<file path="src/rtl/gpio_irq_pkg.sv">
package gpio_irq_pkg;

    localparam int unsigned GPIO_ADDR_W = 8;
    localparam int unsigned GPIO_DATA_W = 32;

    // Byte offsets of the register window
    localparam logic [GPIO_ADDR_W-1:0] OFS_DIR   = 8'h00;
    localparam logic [GPIO_ADDR_W-1:0] OFS_LEVEL = 8'h04;
    localparam logic [GPIO_ADDR_W-1:0] OFS_SET   = 8'h0C;
    localparam logic [GPIO_ADDR_W-1:0] OFS_CLR   = 8'h10;
    localparam logic [GPIO_ADDR_W-1:0] OFS_IEN   = 8'h14;
    localparam logic [GPIO_ADDR_W-1:0] OFS_ITYPE = 8'h18;
    localparam logic [GPIO_ADDR_W-1:0] OFS_IPOL  = 8'h1C;
    localparam logic [GPIO_ADDR_W-1:0] OFS_IPEND = 8'h20;
    localparam logic [GPIO_ADDR_W-1:0] OFS_IMASK = 8'h24;

    typedef enum logic [3:0] {
        SEL_NONE,
        SEL_DIR,
        SEL_LEVEL,
        SEL_SET,
        SEL_CLR,
        SEL_IEN,
        SEL_ITYPE,
        SEL_IPOL,
        SEL_IPEND,
        SEL_IMASK
    } reg_sel_e;

    function automatic reg_sel_e decode_addr(input logic [GPIO_ADDR_W-1:0] a);
        reg_sel_e s;
        case (a)
            OFS_DIR:   s = SEL_DIR;
            OFS_LEVEL: s = SEL_LEVEL;
            OFS_SET:   s = SEL_SET;
            OFS_CLR:   s = SEL_CLR;
            OFS_IEN:   s = SEL_IEN;
            OFS_ITYPE: s = SEL_ITYPE;
            OFS_IPOL:  s = SEL_IPOL;
            OFS_IPEND: s = SEL_IPEND;
            OFS_IMASK: s = SEL_IMASK;
            default:   s = SEL_NONE;
        endcase
        return s;
    endfunction

endpackage

</file>
<file path="src/rtl/gpio_sync2.sv">
module gpio_sync2 #(
    parameter int unsigned WIDTH = 32
) (
    input  logic             clk,
    input  logic             rst_n,
    input  logic [WIDTH-1:0] async_i,
    output logic [WIDTH-1:0] sync_o
);

    typedef struct packed {
        logic [WIDTH-1:0] st1;
        logic [WIDTH-1:0] st2;
    } sync_t;

    sync_t sync_d, sync_q;

    always_comb begin
        sync_d     = sync_q;
        sync_d.st1 = async_i;
        sync_d.st2 = sync_q.st1;
    end

    always_ff @(posedge clk or negedge rst_n) begin
        if (!rst_n) begin
            sync_q <= '0;
        end else begin
            sync_q <= sync_d;
        end
    end

    assign sync_o = sync_q.st2;

endmodule

</file>
<file path="src/rtl/gpio_irq_cell.sv">
module gpio_irq_cell (
    input  logic clk,
    input  logic rst_n,
    input  logic level_i,   // synchronized pin level
    input  logic en_i,
    input  logic lvl_mode_i, // 1: level, 0: edge
    input  logic pol_i,     // 1: high / rising, 0: low / falling
    input  logic clr_i,     // write-one-to-clear strobe
    output logic pend_o
);

    typedef struct packed {
        logic prev;
        logic pend;
    } cell_t;

    cell_t cell_d, cell_q;
    logic  edge_hit;
    logic  lvl_match;

    always_comb begin
        cell_d      = cell_q;
        cell_d.prev = level_i;
        lvl_match   = (level_i == pol_i);
        if (pol_i) begin
            edge_hit = level_i & ~cell_q.prev;
        end else begin
            edge_hit = ~level_i & cell_q.prev;
        end
        if (lvl_mode_i) begin
            cell_d.pend = en_i & lvl_match;
        end else begin
            // a new event wins over a clear in the same cycle
            cell_d.pend = (cell_q.pend & ~clr_i) | (en_i & edge_hit);
        end
    end

    always_ff @(posedge clk or negedge rst_n) begin
        if (!rst_n) begin
            cell_q <= '0;
        end else begin
            cell_q <= cell_d;
        end
    end

    assign pend_o = cell_q.pend;

    assert_disabled_no_latch_R9: assert property (@(posedge clk) disable iff (!rst_n)
        (!en_i && !lvl_mode_i && !pend_o) |=> !pend_o);

    assert_clear_edge_pending_R7: assert property (@(posedge clk) disable iff (!rst_n)
        (clr_i && !lvl_mode_i && !(en_i && edge_hit)) |=> !pend_o);

    assert_level_follows_R8: assert property (@(posedge clk) disable iff (!rst_n)
        (lvl_mode_i && en_i && (level_i == pol_i)) |=> pend_o);

endmodule

</file>
<file path="src/rtl/gpio_reg_file.sv">
module gpio_reg_file
    import gpio_irq_pkg::*;
#(
    parameter int unsigned NUM_PINS = 32
) (
    input  logic                   clk,
    input  logic                   rst_n,
    input  logic [GPIO_ADDR_W-1:0] bus_addr,
    input  logic                   bus_we,
    input  logic [GPIO_DATA_W-1:0] bus_wdata,
    output logic [GPIO_DATA_W-1:0] bus_rdata,
    input  logic [NUM_PINS-1:0]    level_i,
    input  logic [NUM_PINS-1:0]    pend_i,
    output logic [NUM_PINS-1:0]    dir_o,
    output logic [NUM_PINS-1:0]    drv_o,
    output logic [NUM_PINS-1:0]    ien_o,
    output logic [NUM_PINS-1:0]    itype_o,
    output logic [NUM_PINS-1:0]    ipol_o,
    output logic [NUM_PINS-1:0]    imask_o,
    output logic [NUM_PINS-1:0]    pend_clr_o
);

    typedef struct packed {
        logic [NUM_PINS-1:0] dir;
        logic [NUM_PINS-1:0] drv;
        logic [NUM_PINS-1:0] ien;
        logic [NUM_PINS-1:0] itype;
        logic [NUM_PINS-1:0] ipol;
        logic [NUM_PINS-1:0] imask;
    } regs_t;

    regs_t               regs_d, regs_q;
    reg_sel_e            sel;
    logic [NUM_PINS-1:0] wbits;
    logic [NUM_PINS-1:0] rbits;

    assign sel   = decode_addr(bus_addr);
    assign wbits = bus_wdata[NUM_PINS-1:0];

    always_comb begin
        regs_d = regs_q;
        if (bus_we) begin
            case (sel)
                SEL_DIR:   regs_d.dir   = wbits;
                SEL_SET:   regs_d.drv   = regs_q.drv | wbits;
                SEL_CLR:   regs_d.drv   = regs_q.drv & ~wbits;
                SEL_IEN:   regs_d.ien   = wbits;
                SEL_ITYPE: regs_d.itype = wbits;
                SEL_IPOL:  regs_d.ipol  = wbits;
                SEL_IMASK: regs_d.imask = wbits;
                default:   regs_d = regs_q;
            endcase
        end
    end

    always_ff @(posedge clk or negedge rst_n) begin
        if (!rst_n) begin
            regs_q <= '0;
        end else begin
            regs_q <= regs_d;
        end
    end

    always_comb begin
        case (sel)
            SEL_DIR:   rbits = regs_q.dir;
            SEL_LEVEL: rbits = level_i;
            SEL_SET:   rbits = regs_q.drv;
            SEL_CLR:   rbits = regs_q.drv;
            SEL_IEN:   rbits = regs_q.ien;
            SEL_ITYPE: rbits = regs_q.itype;
            SEL_IPOL:  rbits = regs_q.ipol;
            SEL_IPEND: rbits = pend_i;
            SEL_IMASK: rbits = regs_q.imask;
            default:   rbits = '0;
        endcase
        bus_rdata                = '0;
        bus_rdata[NUM_PINS-1:0]  = rbits;
    end

    assign pend_clr_o = (bus_we && (sel == SEL_IPEND)) ? wbits : '0;
    assign dir_o      = regs_q.dir;
    assign drv_o      = regs_q.drv;
    assign ien_o      = regs_q.ien;
    assign itype_o    = regs_q.itype;
    assign ipol_o     = regs_q.ipol;
    assign imask_o    = regs_q.imask;

    assert_set_drives_high_R4: assert property (@(posedge clk) disable iff (!rst_n)
        (bus_we && sel == SEL_SET) |=>
            ((drv_o & $past(bus_wdata[NUM_PINS-1:0])) == $past(bus_wdata[NUM_PINS-1:0])));

    assert_clear_drives_low_R5: assert property (@(posedge clk) disable iff (!rst_n)
        (bus_we && sel == SEL_CLR) |=> ((drv_o & $past(bus_wdata[NUM_PINS-1:0])) == '0));

endmodule

</file>
<file path="src/rtl/gpio_irq_port.sv">
module gpio_irq_port
    import gpio_irq_pkg::*;
#(
    parameter int unsigned NUM_PINS = 32
) (
    input  logic                   clk,
    input  logic                   rst_n,
    input  logic [GPIO_ADDR_W-1:0] bus_addr,
    input  logic                   bus_we,
    input  logic [GPIO_DATA_W-1:0] bus_wdata,
    output logic [GPIO_DATA_W-1:0] bus_rdata,
    input  logic [NUM_PINS-1:0]    pin_in,
    output logic [NUM_PINS-1:0]    pin_out,
    output logic [NUM_PINS-1:0]    pin_oe,
    output logic                   irq_o
);

    logic [NUM_PINS-1:0] level_s;
    logic [NUM_PINS-1:0] pend;
    logic [NUM_PINS-1:0] ien, itype, ipol, imask, pend_clr;

    typedef struct packed {
        logic irq;
    } top_t;

    top_t top_d, top_q;

    gpio_sync2 #(.WIDTH(NUM_PINS)) sync_i (
        .clk     (clk),
        .rst_n   (rst_n),
        .async_i (pin_in),
        .sync_o  (level_s)
    );

    gpio_reg_file #(.NUM_PINS(NUM_PINS)) regs_i (
        .clk        (clk),
        .rst_n      (rst_n),
        .bus_addr   (bus_addr),
        .bus_we     (bus_we),
        .bus_wdata  (bus_wdata),
        .bus_rdata  (bus_rdata),
        .level_i    (level_s),
        .pend_i     (pend),
        .dir_o      (pin_oe),
        .drv_o      (pin_out),
        .ien_o      (ien),
        .itype_o    (itype),
        .ipol_o     (ipol),
        .imask_o    (imask),
        .pend_clr_o (pend_clr)
    );

    for (genvar g = 0; g < NUM_PINS; g++) begin : g_cell
        gpio_irq_cell cell_i (
            .clk        (clk),
            .rst_n      (rst_n),
            .level_i    (level_s[g]),
            .en_i       (ien[g]),
            .lvl_mode_i (itype[g]),
            .pol_i      (ipol[g]),
            .clr_i      (pend_clr[g]),
            .pend_o     (pend[g])
        );
    end

    always_comb begin
        top_d     = top_q;
        top_d.irq = |(pend & ien & imask);
    end

    always_ff @(posedge clk or negedge rst_n) begin
        if (!rst_n) begin
            top_q <= '0;
        end else begin
            top_q <= top_d;
        end
    end

    assign irq_o = top_q.irq;

    assert_masked_blocks_irq_R11: assert property (@(posedge clk) disable iff (!rst_n)
        (imask == '0) |=> !irq_o);

    assert_disabled_blocks_irq_R11: assert property (@(posedge clk) disable iff (!rst_n)
        (ien == '0) |=> !irq_o);

endmodule

</file>
<file path="config.mk">
export PLATFORM = sky130hd
export DESIGN_NAME = gpio_irq_port
export DESIGN_NICKNAME = d
export VERILOG_FILES = /design/src/rtl/gpio_irq_pkg.sv /design/src/rtl/gpio_sync2.sv /design/src/rtl/gpio_irq_cell.sv /design/src/rtl/gpio_reg_file.sv /design/src/rtl/gpio_irq_port.sv
export SDC_FILE = /design/constraint.sdc
export NUM_CORES = 1
export LEC_CHECK = 0
export BUFFER_PORTS_ARGS = -buffer_cell sky130_fd_sc_hd__clkbuf_2
export CAP_MARGIN = 20
export CORE_MARGIN = 2
export CORE_UTILIZATION = 40
export DETAILED_ROUTE_END_ITERATION = 8
export PLACE_DENSITY = 0.68
export SKIP_CTS_REPAIR_TIMING = 1
export SLEW_MARGIN = 15
export SYNTH_ARGS = -nofsm -noshare
export SYNTH_HDL_FRONTEND = slang
export SYNTH_SLANG_ARGS = --single-unit
</file>
<file path="constraint.sdc">
create_clock -name clk -period 3.5 [get_ports clk]
set_clock_uncertainty 0.15 [all_clocks]
set_input_delay 0.525 -clock clk [delete_from_list [all_inputs] [get_ports clk]]
set_output_delay 0.525 -clock clk [all_outputs]
set_load 0.02 [all_outputs]
</file>
# After elaboration in Yosys (flattened, before gate mapping)
# Cells that the tools add are included.
# W data, S select, Z words.
# word_totals
ff_bits	321
mem_count	0
latch_bits	0
romBits	0
ramBits	0
# op_classes
n_mul	0
reduce_logical	11
div_mod_pow	0
addsub	0
bitwise_logic	293
n_eq_ne	49
magnitude_cmp	0
shift	0
mux	68
# ops
op	n
$pmux W32 S8	1
$and A1 B1 Y1	160
$and A32 B32 Y32	3
$not A1 Y1	96
$mux W1	64
$pmux W32 S2	1
$pmux W4 S9	1
$eq A1 B1 Y1	32
$eq A8 B5 Y1 const B	4
$mux W32	1
$not A32 Y32	1
$or A1 B1 Y1	32
$or A32 B32 Y32	1
$reduce_or A32 Y1	1
$eq A4 B3 Y1 const B	4
$eq A8 B6 Y1 const B	2
$reduce_and A2 Y1	6
$eq A4 B2 Y1 const B	2
$eq A4 B4 Y1 const B	2
$eq A8 B3 Y1 const B	1
$eq A8 B4 Y1 const B	1
$logic_not A8 Y1	1
$eq A4 B1 Y1 const B	1
$reduce_bool A2 Y1	1
other kinds (2)	2

# Depth between registers and ports, before layout
# logic_depth
depth_word	9
mapped_depth	8
depth_no_buf	5

# By module
# From an unflattened synthesis, not the netlist that was laid out.
# hier_totals
hier_cells	1140
area_unflattened_um2	14380.0
# modules_own_cells
module	seq_area_each_um2	instances	cells_per_inst	area_per_inst_um2
gpio_reg_file	4804.6	1	780	9669.3
gpio_irq_cell	50.0	32	8	88.8
gpio_sync2	1601.5	1	64	1601.5
gpio_irq_port	25.0	1	40	266.5

# Least setup slack after synthesis
# Ideal clock, no wire load.
# synth_path
path_kind	in2out
start	in bus_addr[2]
end	out bus_rdata[0]
arrival_ns	2.304
path_stages	7
required_time_ns	2.825
setup_slack_ns	0.521
path_buffers	3
path_cell_list	buf_2 > or2_2 > clkbuf_1 > nor2_1 > clkbuf_1 > a221oi_1 > o21ai_0
# synth_between
elab_chain_cells	5
# synth_rtl
item	line	source
start, declared	gpio_irq_port.sv:8	input logic [GPIO_ADDR_W-1:0] bus_addr,
$eq A8 B6 Y1 (tied with other cells)	gpio_irq_pkg.sv:32	case (a)
$pmux W4 S9 *	gpio_irq_pkg.sv:32	
$eq A4 B2 Y1 or $eq A4 B3 Y1 (tied branches)	gpio_reg_file.sv:65	case (sel)
$reduce_or A2 Y1 (no line)	--	
$pmux W32 S8 *	gpio_reg_file.sv:65	
end, declared	gpio_irq_port.sv:11	output logic [GPIO_DATA_W-1:0] bus_rdata,
# Every way passes the cells marked *; elsewhere a longest branch is shown, timed or not.

# Final worst setup path
# layout_path
start	in bus_addr[7]
end	out bus_rdata[27]
# The elaborated chain is that of the path after synthesis.

==> results.ini <==
[synth]
synth_seq_cells=321
ys_seq_area_share_pct=56.7
async_reset_ff_share_pct=100
ys.warnings.count=0
syn_avg_cell_area_um2=12.0
synth_cell_types=46
synth_area_mm2=0.0142
synth-main-ff-cell=dfrtp_1
syn-instance-count=1177
syn_nets=1252
synth-edff-count=0

[drt]
drc=0
post_drt_wl_per_cell_um=21.8
drt_pass1_iterations=5
wirelength_mm=41.1
via_per_inst=5.79
vias=10900
drt_iter0_markers=815
ant_nets=0

[die]
fp.dieArea_mm2=0.0370
rows=68
die_width_um=192
die_height_um=192
pin_count=172
initial_core_util_pct=40.8
fp.coreArea_mm2=0.0347

[worst_setup_path]
critPathCapture=bus_rdata[27]
arrival_ns=2.71
critPathKind=in -> out
critPathRequiredTime_ns=2.82
rrSetupSlack_ns=1.55
crit_fanout=34
r2r-start=regs_i.ien_o[17]
start_kind=input pin
r2r_end=irq_o
startpoint=bus_addr[7]
cp-end-kind=output pin
worstRegToRegCells=4

[place]
pre_cts_ws_ns=0.171
place_hpwl_mm=26.9
gp_congestion=0.831
io_buffers=171

[grt]
grt_max_degree=96
grtUsageTotal_pct=22.2
grt_overflow_total=0
grt_pass1_wl_mm=62.3
grt_antenna_before_repair=2
grt_pass1_vias=10700

[min_path]
hp-class=in -> reg
min-delay-start=bus_wdata[29]

[clock_network]
cts_buffers=35
htreeDepth=2
clk_path_buf_depth=3
clkSinkCount=321
cts_tree=done
clk_transition_reported_paths_ns=0.06
clock-root-buffer=clkbuf_16
clock_latency_ns=0.52

[sta]
max_slew_margin_pct=48.1
fin_tns_setup_ns=0
post-route-period-util_pct=96.8
rsz0062_at_grt=false
fin_ws_ns=0.110
worstMarginPinSlew_ns=0.778
fin_crit_ns=3.39
hold_viol_final=0
maxSlewViolCount=0
finalSetupViolations=0
timing.fmax_mhz=295

[layout]
final_common_cell=dfrtp_1
syn2layout_area_growth_pct=22.6
nNetsFinal=1474
layout-drive-gt1-share_pct=32.1
num-fill-cells=3085
mostFrequentLayoutCells=dfrtp_1 (321), clkbuf_2 (170), mux2_2 (157)

[outcome]
outcome=complete, no violations

[power]
p_leak_nw=8.22
ir_drop_uv=592
p_per_area_mw_per_mm2=516

[run]
maxCapViolations=0

## cells in the mapped netlist, drive strengths merged, types with 15 or more instances
cell | instances | area share [%]
dfrtp | 321 | 57
mux2 | 167 | 14
nand2 | 94 | 2.5
a21oi | 49 | 1.7
nand3 | 46 | 1.6
a31oi | 43 | 1.9
nor2 | 43 | 1.1
mux2i | 40 | 2.8
buf | 36 | 1.6
inv | 34 | 0.90
clkbuf | 33 | 0.87
a32o | 32 | 2.3
o31ai | 32 | 1.7
a22o | 29 | 1.8
o21ai | 29 | 1.0
a2bb2oi | 22 | 1.4
nor3 | 18 | 0.71
a22oi | 17 | 0.90
o22ai | 16 | 0.71
and3 | 15 | 0.66
## worst max-delay path, cell delays in order
cell	delay, ns
clkbuf_2	0.09
or4_1	0.59
buf_4	0.30
nor3_4	0.52
nand2_1	0.10
o21ai_0	0.19
a211o_1	0.20
clkbuf_2	0.20
## where the power goes
group | internal [W] | total (W) | switching [W]
sequential | 0.00394 | 0.00414 | 0.000200
combinational | 0.000342 | 0.000787 | 0.000445
clock | 0.00254 | 0.00405 | 0.00151
total | 0.00682 | 0.00898 | 0.00215
## worst min-delay path by stage
stage	depth (start not counted)	to	slack, ns
global placement	0	sync_i.sync_o[21]	0.18
floorplan	0	async pin	0.08
detailed placement	0	sync_i.sync_o[12]	0.19
global route	2	flip-flop	0.16
CTS	1	sync_i.sync_d[6]	-0.07
finish	2	flip-flop	0.15
## layer usage
| layer | up-vias | global-route usage [%] | wire length [um] |
|---|---|---|---|
| met3 | 95 | 4.06 | 2770 |
| met2 | 458 | 36.5 | 19500 |
| met1 | 5461 | 29.3 | 17300 |
| li1 | 4874 | - | - |
| met4 | 0 | 8.63 | 1490 |
| met5 | - | 0 | 0 |
## layout make-up
type,count,area (um^2),share of cell area [%]
Timing Repair Buffer,254,1680,9.69
Clock inverter,14,230,1.32
Clock buffer,48,1050,6.02
Tap cell,455,569,3.28
Antenna cell,2,5.00,0.0288
Multi-Input combinational cell,753,5690,32.7
Sequential cell,321,8030,46.2
Inverter,34,128,0.734
## logic make-up (layout without fill, tap and decap cells)
group | after synthesis | count (layout) | synth area share [%]
AND/OR/NAND/NOR | 241 | 241 | 7.94
flip-flops | 321 | 321 | 56.7
multiplexers | 207 | 207 | 16.4
buffers and inverters | 103 | 350 | 3.39
AO/OA/AOI/OAI | 305 | 305 | 15.7
other | 0 | 2 | 0
## metrics by stage
step	instance area (um^2)	hold slack, ns	power [W]	cells	util [%]
floorplan	14200	0.0794	0.00458	1177	-
global placement	15800	0.181	0.00493	1784	45.4
detailed placement	15800	0.186	0.00496	1784	45.4
CTS	17000	-0.0748	0.00902	1846	49.1
global route	17400	0.160	0.00932	1880	50.1
finish	17400	0.154	0.00898	1881	50.1
## sequential cells by signal, indices dropped and copies added (netlist names), named ones only
register and cells:
g_cell.cell_i.pend_o 32, regs_i.ien_o 32, irq_o 1, regs_i.dir_o 32, sync_i.sync_d 32, regs_i.ipol_o 32, regs_i.itype_o 32, regs_i.imask_o 32
sync_i.sync_o 32, g_cell.cell_i.cell_q 32
Power figures use the tool's default switching activity.
